**src/rtl/lenc_pkg.sv**
```systemverilog
package lenc_pkg;
    localparam int MODE_W    = 2;
    localparam int ST_W      = 3;
    localparam int LVL_BIT   = 0;
    localparam int TRAIL_BIT = 2;

    typedef enum logic [MODE_W-1:0] {
        MODE_NRZ  = 2'b00,
        MODE_NRZI = 2'b01,
        MODE_RZ   = 2'b10,
        MODE_MAN  = 2'b11
    } line_mode_e;

    // Bit LVL_BIT carries the line level, bit TRAIL_BIT the half-bit phase.
    typedef enum logic [ST_W-1:0] {
        ST_IDLE     = 3'b000,
        ST_LEAD_LO  = 3'b010,
        ST_LEAD_HI  = 3'b011,
        ST_TRAIL_LO = 3'b100,
        ST_TRAIL_HI = 3'b101
    } enc_state_e;
endpackage

```
**src/rtl/lenc_bit_hold.sv**
```systemverilog
module lenc_bit_hold
    import lenc_pkg::*;
(
    input  logic       clk,
    input  logic       rst_n,
    input  logic       take,
    input  logic       data_in,
    input  line_mode_e mode_now,
    output logic       bit_q,
    output line_mode_e mode_q
);
    // Data and mode are captured together and held for both halves.
    always_ff @(posedge clk or negedge rst_n) begin
        if (!rst_n) begin
            bit_q  <= 1'b0;
            mode_q <= MODE_NRZ;
        end else if (take) begin
            bit_q  <= data_in;
            mode_q <= mode_now;
        end
    end
endmodule

```
**src/rtl/lenc_nrzi_ref.sv**
```systemverilog
module lenc_nrzi_ref
    import lenc_pkg::*;
(
    input  logic       clk,
    input  logic       rst_n,
    input  logic       take,
    input  logic       data_in,
    input  line_mode_e mode_now,
    output logic       ref_q,
    output logic       ref_next
);
    // A one toggles the level; a zero repeats it.
    always_comb ref_next = ref_q ^ data_in;

    always_ff @(posedge clk or negedge rst_n) begin
        if (!rst_n) begin
            ref_q <= 1'b0;
        end else if (take && (mode_now == MODE_NRZI)) begin
            ref_q <= ref_next;
        end
    end
endmodule

```
**src/rtl/lenc_level_pick.sv**
```systemverilog
module lenc_level_pick
    import lenc_pkg::*;
(
    input  line_mode_e mode_now,
    input  logic       data_now,
    input  logic       ref_next,
    input  line_mode_e mode_q,
    input  logic       bit_q,
    input  logic       ref_q,
    output logic       lead_lvl,
    output logic       trail_lvl
);
    // Lead half: uses the live inputs, since it is computed on the sampling edge.
    always_comb begin
        unique case (mode_now)
            MODE_NRZ:  lead_lvl = data_now;
            MODE_NRZI: lead_lvl = ref_next;
            MODE_RZ:   lead_lvl = data_now;
            MODE_MAN:  lead_lvl = data_now;
            default:   lead_lvl = 1'b0;
        endcase
    end

    // Trail half: uses the held bit; the NRZI reference has already advanced.
    always_comb begin
        unique case (mode_q)
            MODE_NRZ:  trail_lvl = bit_q;
            MODE_NRZI: trail_lvl = ref_q;
            MODE_RZ:   trail_lvl = 1'b0;
            MODE_MAN:  trail_lvl = ~bit_q;
            default:   trail_lvl = 1'b0;
        endcase
    end
endmodule

```
**src/rtl/lenc_fsm.sv**
```systemverilog
module lenc_fsm
    import lenc_pkg::*;
(
    input  logic clk,
    input  logic rst_n,
    input  logic lead_lvl,
    input  logic trail_lvl,
    output logic take,
    output logic line_out,
    output logic sec_half
);
    enc_state_e state_q;
    enc_state_e state_d;

    // Next-state logic: open-bit and mid-bit transitions.
    always_comb begin
        unique case (state_q)
            ST_IDLE, ST_TRAIL_LO, ST_TRAIL_HI: begin
                take    = 1'b1;
                state_d = lead_lvl ? ST_LEAD_HI : ST_LEAD_LO;
            end
            ST_LEAD_LO, ST_LEAD_HI: begin
                take    = 1'b0;
                state_d = trail_lvl ? ST_TRAIL_HI : ST_TRAIL_LO;
            end
            default: begin
                take    = 1'b1;
                state_d = ST_IDLE;
            end
        endcase
    end

    // State register.
    always_ff @(posedge clk or negedge rst_n) begin
        if (!rst_n) begin
            state_q <= ST_IDLE;
        end else begin
            state_q <= state_d;
        end
    end

    // Moore outputs: taken straight from state flip-flops.
    always_comb begin
        line_out = state_q[LVL_BIT];
        sec_half = state_q[TRAIL_BIT];
    end
endmodule

```
**src/rtl/line_encoder.sv**
```systemverilog
module line_encoder
    import lenc_pkg::*;
(
    input  logic                clk,
    input  logic                rst_n,
    input  logic                data_in,
    input  logic [MODE_W-1:0]   mode,
    output logic                line_out,
    output logic                sec_half
);
    line_mode_e mode_now;
    line_mode_e mode_q;
    logic       take;
    logic       bit_q;
    logic       ref_q;
    logic       ref_next;
    logic       lead_lvl;
    logic       trail_lvl;

    always_comb mode_now = line_mode_e'(mode);

    lenc_bit_hold u_hold (
        .clk      (clk),
        .rst_n    (rst_n),
        .take     (take),
        .data_in  (data_in),
        .mode_now (mode_now),
        .bit_q    (bit_q),
        .mode_q   (mode_q)
    );

    lenc_nrzi_ref u_ref (
        .clk      (clk),
        .rst_n    (rst_n),
        .take     (take),
        .data_in  (data_in),
        .mode_now (mode_now),
        .ref_q    (ref_q),
        .ref_next (ref_next)
    );

    lenc_level_pick u_pick (
        .mode_now  (mode_now),
        .data_now  (data_in),
        .ref_next  (ref_next),
        .mode_q    (mode_q),
        .bit_q     (bit_q),
        .ref_q     (ref_q),
        .lead_lvl  (lead_lvl),
        .trail_lvl (trail_lvl)
    );

    lenc_fsm u_fsm (
        .clk       (clk),
        .rst_n     (rst_n),
        .lead_lvl  (lead_lvl),
        .trail_lvl (trail_lvl),
        .take      (take),
        .line_out  (line_out),
        .sec_half  (sec_half)
    );
endmodule

```
**config.mk**
```make
export PLATFORM = sky130hd
export DESIGN_NAME = line_encoder
export DESIGN_NICKNAME = d
export VERILOG_FILES = /design/src/rtl/lenc_pkg.sv /design/src/rtl/lenc_bit_hold.sv /design/src/rtl/lenc_nrzi_ref.sv /design/src/rtl/lenc_level_pick.sv /design/src/rtl/lenc_fsm.sv /design/src/rtl/line_encoder.sv
export SDC_FILE = /design/constraint.sdc
export NUM_CORES = 1
export LEC_CHECK = 0
export ABC_AREA = 1
export CAP_MARGIN = 25
export CORE_AREA = 2 2 39 41
export DETAILED_ROUTE_END_ITERATION = 16
export DIE_AREA = 0 0 41 43
export PLACE_DENSITY = 0.53
export SLEW_MARGIN = 20
export SYNTH_ARGS = -nofsm -noshare
export SYNTH_HDL_FRONTEND = slang
export SYNTH_SLANG_ARGS = --single-unit
export TNS_END_PERCENT = 10
```
**constraint.sdc**
```tcl
create_clock -name clk -period 1.1 [get_ports clk]
set_input_delay 0.33 -clock clk [delete_from_list [all_inputs] [get_ports clk]]
set_output_delay 0.33 -clock clk [all_outputs]
set_load 0.05 [all_outputs]
```
==> metrics.yaml, run 1 <==
sta:
  rsz0062_at_grt: "true"
  fin_crit_sh_pct: 105
  tightest_slew_ns: 0.325
  max_freq_ghz: 0.866
  fin_worst_skew_ns: 0.000302
  setup_viol: 2
  fin_tns_setup_ns: -0.0975
  holdWs_ns: 0.336
  slew_viol_final: 0
  max_slew_margin_pct: 78.3
  hold_viol: 0
  setup_slack_ns: -0.0544
  period_needed_ns: 1.15
flow_run:
  max-cap-violations: 0
worst_setup_path:
  critPathMaxFanout: 2
  rr_startpoint: "u_fsm.state_q[2]"
  slowest_stage: "dfrtp_2"
  cp-startpoint: "u_fsm.state_q[2]"
  regToRegEndpoint: "u_fsm.state_q[0]"
  path_buf_inv: 1
  crit_path_end_kind: "output port"
  cpPeakStageDelay_ns: 0.42
  rr_worst_depth: 6
  critPathLaunchType: "flip-flop"
  arrival_ns: 0.82
  criticalPathCategory: "flip-flop to output port"
  required_ns: 0.77
  worstPathCellList: "buf_12"
  cp_top_family: "flip-flops"
  reg2reg_setup_slack_ns: 0.07
finish:
  final_nets: 57
  final_common_cell: "nand2_1"
  syn_to_final_growth_pct: 42.5
  postLayoutCellArea_sq_um: 453
  final_cell_mix: "15 x nand2_1, 7 x inv_1, 6 x dfrtp_1"
  fin_util_pct: 32.7
  drive_gt1_share_pct: 17.6
  num-fill-cells: 155
  antenna_cells: 0
outcome:
  violations: "setup timing"
  status: "finished with violations"
yosys:
  yosys_warnings: 0
  syn_area_per_cell_sq_um: 7.95
  syn_area_sq_um: 318
  synth-seq-cells: 7
  synth_top_area_share_pct: 55.1
  synth_nets: 45
  netlist_instances: 40
  yosys.area.top_type: "dfrtp_1"
  ys_seq_area_share_pct: 55.1
  synthTopCellsByArea: "dfrtp_1 55%, nand2_1 18%, inv_1 8.3%"
  yosysUniqueCellTypes: 10
clock_network:
  cts_buffers: 3
  cts.clk_slew.worst_paths_ns: 0.05
  clk_path_buf_depth: 2
  cts.sinks: 7
  h-tree-depth: 1
  insertion_delay_ns: 0.25
  tritoncts: "built"
  postCtsHoldBufs: 0
  root_buffer: "clkbuf_4"
placement:
  io_buffers: 6
  gp_congestion: 0.783
  placed_area_sq_um: 418
  dpl.hpwl_um: 435
global_routing:
  grt.overflow.total: 0
  first_global_vias: 260
  grt_use_total_pct: 9.03
  grt_max_degree: 9
  grt_pass1_wl_um: 986
  antenna_found_initial: 0
floorplanning:
  ios: 7
  placeableCoreArea_sq_um: 1380
  die_area_sq_um: 1760
  initial_core_util_pct: 23.0
  num_rows: 14
  die_y_um: 43
  die_w_um: 41
power:
  finalPower_uw: 617
  power_density_nw_per_um2: 1360
  ir_drop_v: 0.000534
  p_leak_uw: 0.000230
drt:
  ant_nets: 0
  wl_per_cell_um: 8.30
  drt_pre_antenna_iters: 2
  drtIter0Drc: 5
  vias_per_cell: 4.25
  vias: 285
  wl_um: 556
  drc: 0
min_path:
  hp-class: "input port to async pin"
synthesized netlist by cell type:
| cell type | number |
|---|---|
| o21ai_0 | 3 |
| a21oi_1 | 1 |
| inv_1 | 7 |
| nand3_1 | 2 |
| o21ai_1 | 1 |
| nand2_1 | 15 |
| or2_2 | 1 |
| dfrtp_1 | 7 |
| nor2_4 | 1 |
| nor2_1 | 2 |
power breakdown:
group          switching (uW)  internal, uW
clock                    99.9           139
sequential               9.58           275
combinational            50.0          44.2
total                     159           457
cell type report:
| type | instances | area [sq um] | share of cell area (%) |
|---|---|---|---|
| sequential | 7 | 176 | 39.0 |
| multi-input combinational | 26 | 116 | 25.7 |
| timing repair buffer | 7 | 87.6 | 19.3 |
| clock buffer | 4 | 26.3 | 5.80 |
| inverter | 7 | 26.3 | 5.80 |
| tap | 16 | 20.0 | 4.42 |
sequential cells by signal (all words and copies together) (netlist names):
register,cells
u_hold.mode_q,2
u_fsm.state_q,3
u_ref.ref_q,1
u_hold.bit_q,1
worst max path at each step:
| stage | end | cells past startpoint |
|---|---|---|
| after global routing | sec_half | 1 |
| after global placement | u_fsm.state_q[0] | 6 |
| after floorplan | u_fsm.state_q[0] | 5 |
| final | sec_half | 1 |
| after CTS | sec_half | 1 |
| after detailed placement | u_fsm.state_q[0] | 6 |
kinds of logic (layout without fill, tap and decap cells):
group	count (synthesis)	in the layout	synth area share [%]
simple gates	21	21	28.7
compound gates	5	5	7.87
flops	7	7	55.1
buf+inv	7	18	8.27
stage by stage:
stage                     std cells  setup slack (ns)
after global routing             67           -0.0704
final                            67           -0.0544
after global placement           62            -0.177
after CTS                        67           -0.0594
after detailed placement         62            -0.171
after floorplan                  40          0.000800
what timing repair did:
item	4_1_cts	5_1_grt
buffers inserted	1	0
endpoints found under the setup margin	2	4
resized for setup	1	0
pin swaps	0	1
endpoints found under the hold margin	0	0
routing by layer:
| layer | wire length (um) | share of wire, % | vias up | global-route usage (%) |
|---|---|---|---|---|
| met4 | 21 | 3.8 | 0 | 8.00 |
| met2 | 245 | 44 | 9 | 10.9 |
| met5 | 0 | 0 | - | 0 |
| li1 | - | - | 144 | - |
| met1 | 250 | 45 | 129 | 12.0 |
| met3 | 38 | 6.8 | 3 | 3.14 |
Note: power is estimated with default switching activity, not from simulation.
==> inputs of run 2 (changes only) <==
--- a/config.mk
+++ b/config.mk
@@ -11,6 +11,7 @@
 export DETAILED_ROUTE_END_ITERATION = 16
 export DIE_AREA = 0 0 41 43
 export PLACE_DENSITY = 0.53
+export SETUP_SLACK_MARGIN = 0.05
 export SLEW_MARGIN = 20
 export SYNTH_ARGS = -nofsm -noshare
 export SYNTH_HDL_FRONTEND = slang
==> run 2 against run 1 <==
Compared with the run above:
- the run still ends with setup timing left
- worst setup slack gained 0.0058 ns
- flip-flop and latch count is the same
- global-route usage shrank 0.23 points
- combinational power is essentially flat
- count of clock-buffer cells in the layout is the same
- core utilization is the same
- largest power group unchanged
==> metrics.yaml, run 2 (same netlist as run 1, synthesis figures left out) <==
sta:
  tightest_slew_ns: 0.347
  hold_viol: 0
  fin_crit_sh_pct: 104
  setup_viol: 2
  period_needed_ns: 1.15
  fin_worst_skew_ns: 0.000381
  slew_viol_final: 0
  setup_slack_ns: -0.0486
  max_slew_margin_pct: 76.8
  holdWs_ns: 0.348
  max_freq_ghz: 0.871
  rsz0062_at_grt: "true"
finish:
  syn_to_final_growth_pct: 42.5
  antenna_cells: 0
  postLayoutCellArea_sq_um: 453
  largest_reg_flops: 3
  final_cell_mix: "15 x nand2_1, 7 x inv_1, 6 x dfrtp_1"
  final_common_cell: "nand2_1"
  fin_util_pct: 32.7
  final_nets: 57
  top_regs: "u_fsm.state_q x3, u_hold.mode_q x2"
  regMostFlops: "u_fsm.state_q"
  drive_gt1_share_pct: 17.6
floorplanning:
  num_rows: 14
  placeableCoreArea_sq_um: 1380
  ios: 7
  initial_core_util_pct: 23.0
  die_w_um: 41
  die_area_sq_um: 1760
  die_y_um: 43
clock_network:
  cts.sinks: 7
  ctsResizeCount: 0
  root_buffer: "clkbuf_4"
  clk_path_buf_depth: 2
  cts_buffers: 3
  tritoncts: "built"
  h-tree-depth: 1
  cts.clk_slew.worst_paths_ns: 0.05
  insertion_delay_ns: 0.25
flow_run:
  max-cap-violations: 0
worst_setup_path:
  arrival_ns: 0.82
  criticalPathCategory: "flip-flop to output port"
  critPathLaunchType: "flip-flop"
  cp_top_family: "flip-flops"
  critPathMaxFanout: 2
  rr_startpoint: "u_fsm.state_q[2]"
  reg2reg_setup_slack_ns: 0.06
  cpPeakStageDelay_ns: 0.42
  worstPathCellList: "buf_12"
  path_buf_inv: 1
  slowest_stage: "dfrtp_2"
  rr_worst_depth: 6
  crit_path_end_kind: "output port"
  regToRegEndpoint: "u_fsm.state_q[0]"
  required_ns: 0.77
global_routing:
  grt.overflow.total: 0
  antenna_found_initial: 0
  use_met3_pct: 3.14
  grt_pass1_wl_um: 972
  grt_max_degree: 9
  gr-usage-met1_pct: 11.2
  grt_use_total_pct: 8.80
  grt.busiest_layer: "met1"
  first_global_vias: 248
  met2_usage_pct: 10.0
drt:
  drt_pre_antenna_iters: 3
  ant_nets: 0
  vias_per_cell: 4.06
  drc: 0
  wl_per_cell_um: 8.45
  wl_um: 566
  vias: 272
  drtIter0Drc: 2
outcome:
  violations: "setup timing"
  status: "finished with violations"
min_path:
  hp-class: "input port to async pin"
power:
  ir_drop_v: 0.000574
  finalPower_uw: 617
  p_leak_uw: 0.000230
  power_density_nw_per_um2: 1360
placement:
  gp_congestion: 0.787
  dp_slack_ns: -0.163
  io_buffers: 6
  dpl.hpwl_um: 424
  placed_area_sq_um: 419
[run 2: metal layers]
metal,routed length (um),vias to the layer above,share of wire (%)
met5,0,-,0
met4,29,0,5.1
met3,41,4,7.2
met2,216,8,38
met1,277,116,49
li1,-,144,-
[run 2: per-stage QoR]
step	std cells	TNS, ns
2_1_floorplan	40	0
3_5_place_dp	62	-0.313
5_1_grt	67	-0.148
3_3_place_gp	62	-0.312
6_report	67	-0.0924
4_1_cts	67	-0.112
[run 2: worst max-delay path by stage]
stage / end / depth (start not counted) / start / slack [ns]
final: sec_half / 1 / u_fsm.state_q[2] / -0.05
after global routing: line_out / 1 / u_fsm.state_q[0] / -0.06
after CTS: sec_half / 1 / u_fsm.state_q[2] / -0.06
after detailed placement: u_fsm.state_q[0] / 6 / data_in / -0.16
after global placement: u_fsm.state_q[0] / 6 / mode[0] / -0.17
after floorplan: u_fsm.state_q[0] / 3 / u_fsm.state_q[0] / 0.1
[run 2: cell type report]
cell class	instances	area, sq um
Sequential cell	7	176
Fill cell	143	931
Multi-Input combinational cell	26	116
Tap cell	16	20.0
Timing Repair Buffer	7	87.6
Inverter	7	26.3
Clock buffer	4	26.3
[run 2: report_power, final]
part | total (uW) | internal (uW) | switching [uW] | leakage [uW]
clock | 238 | 139 | 99.2 | 0.0000150
combinational | 94.2 | 44.2 | 50.1 | 0.000131
sequential | 285 | 274 | 10.1 | 0.0000833
[run 2: repair_timing]
item                                    in CTS  in global routing
buffers inserted                             1                  0
hold buffers                                 0                  0
pin swaps                                    1                  0
endpoints found under the setup margin       2                  4
